File: config.mk
export PLATFORM = sky130hd
export DESIGN_NAME = batch_dispatcher
export DESIGN_NICKNAME = d
export VERILOG_FILES = /design/src/rtl/bd_pkg.sv /design/src/rtl/bd_fill_seq.sv /design/src/rtl/bd_pend_track.sv /design/src/rtl/bd_result_cap.sv /design/src/rtl/batch_dispatcher.sv
export SDC_FILE = /design/constraint.sdc
export NUM_CORES = 1
export LEC_CHECK = 0
export CORE_ASPECT_RATIO = 1.2
export CORE_UTILIZATION = 55
export CTS_BUF_LIST = sky130_fd_sc_hd__clkbuf_4 sky130_fd_sc_hd__clkbuf_8 sky130_fd_sc_hd__clkbuf_16
export DETAILED_ROUTE_END_ITERATION = 16
export DONT_BUFFER_PORTS = 1
export HOLD_SLACK_MARGIN = 0.02
export MAX_ROUTING_LAYER = met4
export PLACE_DENSITY_LB_ADDON = 0.05
export SLEW_MARGIN = 10
export SYNTH_ARGS = -nofsm -noshare
export SYNTH_HDL_FRONTEND = slang
export SYNTH_SLANG_ARGS = --single-unit
File: constraint.sdc
create_clock -name clk -period 1.9 [get_ports clk]
set_input_delay 0.285 -clock clk [delete_from_list [all_inputs] [get_ports clk]]
set_output_delay 0.285 -clock clk [all_outputs]
set_load 0.01 [all_outputs]
File: src/rtl/bd_pkg.sv
package bd_pkg;

   typedef enum logic [1:0] {
      ST_IDLE = 2'd0,
      ST_FILL = 2'd1,
      ST_WAIT = 2'd2,
      ST_DONE = 2'd3
   } bd_state_e;

   function automatic int bd_width(input int count);
      return (count > 1) ? $clog2(count) : 1;
   endfunction

endpackage

File: src/rtl/bd_fill_seq.sv
module bd_fill_seq
   import bd_pkg::*;
#(
   parameter int NUM_CORES = 4,
   parameter int BATCH     = 83
) (
   input  logic                 clk,
   input  logic                 rst_n,
   input  logic                 clear,
   input  logic                 active,
   input  logic                 avail,
   output logic [NUM_CORES-1:0] load,
   output logic [NUM_CORES-1:0] run,
   output logic                 round_end
);

   localparam int SEL_W = bd_width(NUM_CORES);
   localparam int CNT_W = bd_width(BATCH);
   localparam logic [SEL_W-1:0] SEL_LAST = SEL_W'(NUM_CORES - 1);
   localparam logic [CNT_W-1:0] CNT_LAST = CNT_W'(BATCH - 1);

   logic [SEL_W-1:0] sel_q;
   logic [CNT_W-1:0] cnt_q;
   logic             take;
   logic             last_take;
   logic             part_end;

   assign take      = active && avail;
   assign last_take = take && (cnt_q == CNT_LAST);
   assign part_end  = active && !avail && (cnt_q != '0);
   assign round_end = last_take && (sel_q == SEL_LAST);

   for (genvar k = 0; k < NUM_CORES; k++) begin : g_strobe
      assign load[k] = take && (sel_q == SEL_W'(k));
      assign run[k]  = (last_take || part_end) && (sel_q == SEL_W'(k));
   end

   always_ff @(posedge clk or negedge rst_n) begin
      if (!rst_n) begin
         sel_q <= '0;
         cnt_q <= '0;
      end else if (clear) begin
         sel_q <= '0;
         cnt_q <= '0;
      end else if (take) begin
         if (cnt_q == CNT_LAST) begin
            cnt_q <= '0;
            sel_q <= (sel_q == SEL_LAST) ? '0 : sel_q + SEL_W'(1);
         end else begin
            cnt_q <= cnt_q + CNT_W'(1);
         end
      end
   end

   // one destination per consumed candidate
   p_load_onehot_r3: assert property (@(posedge clk) disable iff (!rst_n)
      $onehot0(load));

   // one launch per cycle at most
   p_run_onehot_r4: assert property (@(posedge clk) disable iff (!rst_n)
      $onehot0(run));

   // a launch without a load only happens when the generator is dry
   p_part_run_r9: assert property (@(posedge clk) disable iff (!rst_n)
      (|(run & ~load)) |-> !avail);

endmodule

File: src/rtl/bd_pend_track.sv
module bd_pend_track #(
   parameter int NUM_CORES = 4
) (
   input  logic                 clk,
   input  logic                 rst_n,
   input  logic                 clear,
   input  logic [NUM_CORES-1:0] run,
   input  logic [NUM_CORES-1:0] fin,
   input  logic [NUM_CORES-1:0] load,
   output logic [NUM_CORES-1:0] pend,
   output logic                 drained
);

   logic [NUM_CORES-1:0] pend_nx;

   assign pend_nx = (pend | run) & ~fin;
   assign drained = (pend_nx == '0);

   always_ff @(posedge clk or negedge rst_n) begin
      if (!rst_n)     pend <= '0;
      else if (clear) pend <= '0;
      else            pend <= pend_nx;
   end

   for (genvar k = 0; k < NUM_CORES; k++) begin : g_chk
      // a launched core is never handed new candidates
      p_no_reload_r6: assert property (@(posedge clk) disable iff (!rst_n)
         load[k] |-> !pend[k]);
      // completion only arrives from a launched core
      p_fin_known_r5: assert property (@(posedge clk) disable iff (!rst_n)
         fin[k] |-> pend[k]);
   end

endmodule

File: src/rtl/bd_result_cap.sv
module bd_result_cap #(
   parameter int NUM_CORES = 4,
   parameter int IDX_W     = 32,
   parameter bit LOW_WINS  = 1'b1
) (
   input  logic                       clk,
   input  logic                       rst_n,
   input  logic                       clear,
   input  logic                       arm,
   input  logic [NUM_CORES-1:0]       fin,
   input  logic [NUM_CORES-1:0]       hit,
   input  logic [NUM_CORES*IDX_W-1:0] hit_idx,
   output logic                       hit_any,
   output logic                       found,
   output logic [IDX_W-1:0]           offset
);

   logic [NUM_CORES-1:0] hit_vec;
   logic [IDX_W-1:0]     win_idx;

   assign hit_vec = fin & hit;
   assign hit_any = |hit_vec;

   if (LOW_WINS) begin : g_low
      always_comb begin
         win_idx = '0;
         for (int k = NUM_CORES - 1; k >= 0; k--) begin
            if (hit_vec[k]) win_idx = hit_idx[k*IDX_W +: IDX_W];
         end
      end
   end else begin : g_high
      always_comb begin
         win_idx = '0;
         for (int k = 0; k < NUM_CORES; k++) begin
            if (hit_vec[k]) win_idx = hit_idx[k*IDX_W +: IDX_W];
         end
      end
   end

   always_ff @(posedge clk or negedge rst_n) begin
      if (!rst_n) begin
         found  <= 1'b0;
         offset <= '0;
      end else if (clear) begin
         found  <= 1'b0;
         offset <= '0;
      end else if (arm && hit_any && !found) begin
         found  <= 1'b1;
         offset <= win_idx;
      end
   end

   // a captured match is kept until the next work block
   p_found_hold_r7: assert property (@(posedge clk) disable iff (!rst_n)
      (found && !clear) |=> (found && $stable(offset)));

endmodule

File: src/rtl/batch_dispatcher.sv
module batch_dispatcher
   import bd_pkg::*;
#(
   parameter int NUM_CORES = 4,
   parameter int BATCH     = 83,
   parameter int IDX_W     = 32,
   parameter bit LOW_WINS  = 1'b1
) (
   input  logic                       clk,
   input  logic                       rst_n,
   input  logic                       start,
   output logic                       busy,
   output logic                       gen_init,
   output logic                       gen_en,
   input  logic                       gen_done,
   output logic [NUM_CORES-1:0]       core_load,
   output logic [NUM_CORES-1:0]       core_run,
   input  logic [NUM_CORES-1:0]       core_fin,
   input  logic [NUM_CORES-1:0]       core_hit,
   input  logic [NUM_CORES*IDX_W-1:0] core_hit_idx,
   output logic                       res_valid,
   output logic                       res_found,
   output logic [IDX_W-1:0]           res_offset
);

   initial begin
      assert (NUM_CORES >= 1) else $error("NUM_CORES must be at least 1");
      assert (BATCH >= 2)     else $error("BATCH must be at least 2");
      assert (IDX_W >= 1)     else $error("IDX_W must be at least 1");
   end

   bd_state_e            state_q, state_nx;
   logic                 exhaust_q;
   logic                 accept;
   logic                 filling;
   logic                 round_end;
   logic                 drained;
   logic                 hit_any;
   logic                 arm;
   logic [NUM_CORES-1:0] pend;

   assign accept    = (state_q == ST_IDLE) && start;
   assign filling   = (state_q == ST_FILL);
   assign arm       = filling || (state_q == ST_WAIT);
   assign busy      = (state_q != ST_IDLE);
   assign gen_init  = accept;
   assign gen_en    = filling;
   assign res_valid = (state_q == ST_DONE);

   bd_fill_seq #(
      .NUM_CORES(NUM_CORES),
      .BATCH    (BATCH)
   ) i_fill (
      .clk      (clk),
      .rst_n    (rst_n),
      .clear    (accept),
      .active   (filling),
      .avail    (!gen_done),
      .load     (core_load),
      .run      (core_run),
      .round_end(round_end)
   );

   bd_pend_track #(
      .NUM_CORES(NUM_CORES)
   ) i_pend (
      .clk    (clk),
      .rst_n  (rst_n),
      .clear  (accept),
      .run    (core_run),
      .fin    (core_fin),
      .load   (core_load),
      .pend   (pend),
      .drained(drained)
   );

   bd_result_cap #(
      .NUM_CORES(NUM_CORES),
      .IDX_W    (IDX_W),
      .LOW_WINS (LOW_WINS)
   ) i_res (
      .clk    (clk),
      .rst_n  (rst_n),
      .clear  (accept),
      .arm    (arm),
      .fin    (core_fin),
      .hit    (core_hit),
      .hit_idx(core_hit_idx),
      .hit_any(hit_any),
      .found  (res_found),
      .offset (res_offset)
   );

   always_comb begin
      state_nx = state_q;
      unique case (state_q)
         ST_IDLE: if (start) state_nx = ST_FILL;
         ST_FILL: begin
            if (hit_any)                    state_nx = ST_DONE;
            else if (gen_done || round_end) state_nx = ST_WAIT;
         end
         ST_WAIT: begin
            if (hit_any)      state_nx = ST_DONE;
            else if (drained) state_nx = exhaust_q ? ST_DONE : ST_FILL;
         end
         ST_DONE: state_nx = ST_IDLE;
         default: state_nx = ST_IDLE;
      endcase
   end

   always_ff @(posedge clk or negedge rst_n) begin
      if (!rst_n) begin
         state_q   <= ST_IDLE;
         exhaust_q <= 1'b0;
      end else begin
         state_q <= state_nx;
         if (accept)                               exhaust_q <= 1'b0;
         else if (filling && gen_done && !hit_any) exhaust_q <= 1'b1;
      end
   end

   // candidates are only drawn during a search
   p_en_busy_r3: assert property (@(posedge clk) disable iff (!rst_n)
      gen_en |-> busy);

   // an accepted start leads straight into filling
   p_init_fill_r2: assert property (@(posedge clk) disable iff (!rst_n)
      gen_init |=> (busy && gen_en));

   // a running search cannot be restarted
   p_busy_hold_r10: assert property (@(posedge clk) disable iff (!rst_n)
      (busy && !res_valid) |=> busy);

   // the result strobe is a single cycle followed by idle
   p_valid_pulse_r7: assert property (@(posedge clk) disable iff (!rst_n)
      res_valid |=> (!res_valid && !busy));

   // a dry generator stops the fill
   p_dry_stop_r9: assert property (@(posedge clk) disable iff (!rst_n)
      (gen_en && gen_done) |=> !gen_en);

   // nothing is loaded while the pending set is full
   p_full_pause_r6: assert property (@(posedge clk) disable iff (!rst_n)
      (&pend) |-> (core_load == '0));

endmodule

Yosys cells after proc, flatten, opt, wreduce, memory -nomap -nowiden

Index checks and enable logic that the tools add are counted.

Bits of input ports: 140
Word-level logic and storage cells: 83
Bits in registers: 49

Reduce and logical (&&, ||, !) cells: 35
Bitwise operators: 4
Equality and inequality tests: 10
Multiplexer cells: 25
Add/sub/neg operators: 2

Operators with widths:

| operator                                              | count |
|---|---|
| two-way mux 32 bit                                    | 6 |
| two-way mux 7 bit                                     | 3 |
| two-way mux 2 bit                                     | 10 |
| logical AND 1 bit                                     | 17 |
| nonzero test 2 bit                                    | 5 |
| AND 4 bit                                             | 2 |
| equality test 2 bit, second input constant            | 4 |
| one-hot mux 2 bit (4 select lines)                    | 1 |
| adder 7 x 1 -> 7 bit, second input constant           | 1 |
| equality test 7 bit, second input constant            | 1 |
| nonzero test 7 bit                                    | 1 |
| equality test 2 x 1 -> 1 bit, second input constant   | 2 |
| zero test 2 bit                                       | 2 |
| zero test 4 bit                                       | 1 |
| two-way mux 1 bit                                     | 4 |
| two-way mux 4 bit                                     | 1 |
| NOT 4 bit                                             | 1 |
| OR 4 bit                                              | 1 |
| OR reduction 4 bit                                    | 1 |
| zero test 1 bit                                       | 3 |
| logical OR 1 bit                                      | 3 |
| inequality test 3 x 1 -> 1 bit, second input constant | 1 |
| inequality test 3 bit, second input constant          | 1 |
| AND reduction 3 bit                                   | 1 |
| other kinds (3)                                       | 3 |

Logic depth before layout (Yosys ltp)

Word-level depth: 11
Depth in mapped cells: 8
Gate-level depth less buffers: 7

Modules after synthesis

Synthesis repeated with hierarchy kept, for this count alone.

Cells, all modules: 292
Area, all modules: 3090.5 µm²

By module, submodules not included:

| module           | seq. area each (µm²) | area each (µm²) | cells an instance | instances |
|---|---|---|---|---|
| bd_result_cap    | 825.8                | 1951.9          | 167               | 1 |
| bd_fill_seq      | 225.2                | 725.7           | 85                | 1 |
| batch_dispatcher | 75.1                 | 259.0           | 27                | 1 |
| bd_pend_track    | 100.1                | 153.9           | 13                | 1 |

Worst setup path after synthesis

OpenSTA, ideal clock, no wires.

Path type: register to register
From: reg state_q[0]
To: reg i_res.offset[0]
Data required time: 1.822 ns
Stages on the path, launching flop included: 9
Arrival: 1.814 ns
Clock period less this slack: 1.892 ns
Setup slack: 0.008 ns
Setup time: 0.078 ns
Path through: dfrtp_1 inv_1 ha_1 and2_1 clkbuf_1 or3_1 buf_2 buf_2 o2bb2ai_1

Word-level cells in the longest chain between the ends: 5
Elaborated cells between the ends (all ways): 9
Classes of those cells: eq/ne: 2; mux: 1; reduce/logical: 6

Ends and longest elaborated chain:

| what                                                                | line                                           | RTL |
|---|---|---|
| from (decl)                                                         | batch_dispatcher.sv:32                         | `bd_state_e state_q, state_nx;` |
| from (signal assigned)                                              | batch_dispatcher.sv:116                        | `state_q <= state_nx;` |
| equality test 2 x 1 -> 1 bit or equality test 2 bit (tied branches) | batch_dispatcher.sv:43, batch_dispatcher.sv:44 |  |
| logical OR 1 bit                                                    | batch_dispatcher.sv:44                         | `assign arm = filling \|\| (state_q == ST_WAIT);` |
| logical AND 1 bit (2 in a row)                                      | bd_result_cap.sv:47                            | `end else if (arm && hit_any && !found) begin` |
| nonzero test 2 bit (no line)                                        | --                                             |  |
| to (signal assigned)                                                | bd_result_cap.sv:49                            | `offset <= win_idx;` |
| to (decl)                                                           | bd_result_cap.sv:15                            | `output logic [IDX_W-1:0] offset` |

Parallel ways exist; a longest one is shown, timed or not.
A chain may end at the register's enable or synchronous reset.

Worst setup path in the final report

From: reg i_fill.cnt_q[3]
To: out core_run[3]

Word-level cells in the longest chain between the ends: 4
Elaborated cells between the ends (all ways): 6
Classes of those cells: eq/ne: 1; reduce/logical: 5

Ends and longest elaborated chain:

| what                                                      | line                                 | RTL |
|---|---|---|
| from (decl)                                               | bd_fill_seq.sv:23                    | `logic [CNT_W-1:0] cnt_q;` |
| from (signal assigned)                                    | bd_fill_seq.sv:50                    | `cnt_q <= cnt_q + CNT_W'(1);` |
| equality test 7 bit or nonzero test 7 bit (tied branches) | bd_fill_seq.sv:29, bd_fill_seq.sv:30 |  |
| logical AND 1 bit, on equally long branches               | bd_fill_seq.sv:29, bd_fill_seq.sv:30 |  |
| logical OR 1 bit *                                        | bd_fill_seq.sv:35                    | `assign run[k] = (last_take \|\| part_end) && (sel_q == SEL_W'(k));` |
| logical AND 1 bit *                                       | bd_fill_seq.sv:35                    |  |
| to (decl)                                                 | batch_dispatcher.sv:17               | `output logic [NUM_CORES-1:0] core_run,` |

Every way passes the cells marked *; elsewhere a longest branch is shown, timed or not.

==> summary.md <==
| Metric | Value |
|---|---|
| P_leak | 1.49 nW |
| CTS tree | yes |
| Register area share after synthesis | between 30% and 40% |
| Total Power | 4.07 mW |
| Initial antenna violation count | 0 |
| Residual DRC | 0 |
| Largest buffer count on any clock path | 2 |
| Post-Route WL | 9630 um |
| Synth top area cells | dfrtp_1, a311oi_1, o2bb2ai_1, nand4_1, a21oi_1 |
| Async S/R FF share, synth | 100% |
| Post-route setup slack | -113 ps |
| Synth Register Bits | between 40 and 50 |
| Main synth FF type | dfrtp_1 |
| Tmin final | a little over 2000 ps |
| Initial core utilization | between 50 and 60% |
| DR vias/cell | ~6.8 |
| Synth top cells by count | dfrtp_1, nor2_1, nand2_1 |
| Largest net degree at the start of global routing | 50 |
| Tot GR Track Use | 30.7% |
| Clock root buffer | clkbuf_8 |
| Worst EP arrival | 1730 ps |
| Power density cells | 1080 mW/mm2 |
| Peak supply drop | 542 uV |
| Syn Nets | 561 |
| Clk Latency, worst-skew pair | roughly 300 ps |
| DIE AREA | between 0.006 and 0.007 mm2 |
| Die Ht | 87.9 um |
| Number of synthesized flops with an enable pin | 0 |
| CP Data Required Time | 1620 ps |
| Std cell rows | 30 |
| # IOs | 185 |
| Area growth syn-to-layout | 11.7% |
| Worst setup EP type | primary output |
| Setup violators final | 6 |
| Cell taking the most area after synthesis | dfrtp_1 |
| Layout cell share with drive strength beyond 1 | between 10% and 20% |
| Worst slew pin tran | 455 ps |
| ANT cells | 0 |
| WS Path Type | reg2out |
| Routed WL per cell | 19.7 um |
| Core area | 0.00578 mm2 |
| Reg2reg setup slack | -30 ps |
| Library cells used by synthesis | between 40 and 50 |
| Cells after Synth | 409 |
| First-pass DRT Iterations | 4 |
| TritonCTS Sinks | 49 |
| Final nets | 559 |
| Max-cap violation count | 0 |
| Total CTS buffers | 5 |
| Status | complete, but fails checks |
| Port-buffer cells | 0 |
| Clock Skew | 7.14 ps |
| Vias in the first global route | 3072 |
| Synth top area share | 36.3% |
| HP Class | in2reg |
| Setup TNS Final | -452 ps |
| Max Slew Vio Count | 0 |
| Clk pin slew, worst setup/hold paths | 90 ps |
| CP max FO | 5 |
| Mapped cell area | 0.00338 mm2 |
| Unrepaired setup endpoints after global routing | true |
| Period Utilization, post-route | 106% |
| Fmax | 497 MHz |
| Final GP Congestion | 0.927 |
| Final Hold Fails | 0 |
| First-pass GRT wire length | 14800 um |
| Congestion Overflow GR | 0 |
| Crit start category | flop |
| DRT antenna net count | 0 |
| Failing checks | negative setup slack |
| DR iter-0 viols | 284 |
| Die W | 73.5 um |
| Slew margin rel. | approximately 70% |
| Detail Placement HPWL | roughly 7000 um |
| Synth Area per Inst | approximately 8.3 um2 |
| H-tree levels | 2 |
| Routed vias | 3330 |
| Synth warnings | 0 |
==> final cells by class <==
class / count / area (um2)
timing repair buffer: 30 / 277
fill: 529 / 2010
inverter: 12 / 45.0
sequential: 49 / 1230
clock buffer: 5 / 68.8
clock inverter: 3 / 68.8
multi-input combinational: 309 / 1990
tap: 80 / 100
==> what timing repair did <==
action / in CTS / in global routing
endpoints found under the setup margin: 6 / 8
resized for setup: 6 / 4
gates cloned: 0 / 0
buffers inserted: 2 / 3
hold endpoints to repair: 49 / 0
hold buffers: 2 / 0
pin swaps: 5 / 2
==> where the power goes <==
group	switching, mW	total, mW	internal, mW	leakage, nW
logic	0.898	1.63	0.737	0.767
registers	0.273	1.56	1.29	0.655
clock network	0.347	0.877	0.530	0.0687
total	1.52	4.07	2.55	1.49
==> layer usage <==
metal	vias up	GRT usage (%)	share of wire [%]
met2	164	50.9	50
met3	23	7.83	8.4
li1	1536	-	-
met4	0	11.5	2.3
met1	1607	35.5	39
met5	-	-	0
==> layout by cell type (no fill, tap or decap), types with 4 or more instances in the layout <==
cell type and count:
dfrtp_1 49, nor3_1 4, nand2_1 43, nand3_1 8, inv_1 12, nand4_1 34, and2_1 5, and3_4 4
a21oi_1 41, o2bb2ai_1 30, ha_1 11, a311oi_1 34, nand2b_1 5, buf_4 25, nor2_1 49, clkbuf_8 5
==> cells by family (layout without fill, tap and decap cells) <==
logic type / Yosys count / in the layout / synth area share, %
xor gates and xnor gates: 1 / 1 / 0.259
AOI/OAI and AO/OA: 131 / 131 / 29.1
buffers and inverters: 51 / 50 / 6.41
DFF: 49 / 49 / 36.3
adders and majority gates: 12 / 12 / 4.44
and+or+nand+nor: 165 / 165 / 23.5
==> final timing paths <==
kind	start	to	cells past startpoint
setup / recovery	i_fill.cnt_q[3]	core_run[3]	3
hold / removal	core_fin[2]	i_pend.pend[2]	1
setup reg to reg	i_fill.cnt_q[3]	state_q[1]	6
hold reg to reg	exhaust_q	exhaust_q	2
max in group asynchronous	rst_n	i_pend.pend[2]	2
min in group asynchronous	rst_n	i_res.offset[18]	2
==> through the flow <==
step	utilization (%)	instances	worst slack, ps	cell area (um2)	hold WS, ps
after CTS	64.6	485	-109	3730	33.9
final	65.3	488	-113	3770	46.1
after global placement	60.7	473	7.67	3510	-8.15
after global routing	65.3	488	-152	3770	36.0
after floorplan	-	409	8.48	3380	-10.6
after detailed placement	60.7	473	-35.6	3510	-8.01
==> critical path, stage by stage, from the launching register on <==
cell and delay (ps):
dfrtp_1 390, or3_4 410, o41a_1 410, and3_4 220
==> sequential cells by signal (all words and copies together), names as in the netlist <==
signal        flops
i_fill.sel_q      2
exhaust_q         1
i_pend.pend       4
i_fill.cnt_q      7
i_res.found       1
state_q           2
i_res.offset     32
Note: power is estimated with default switching activity, not from simulation.
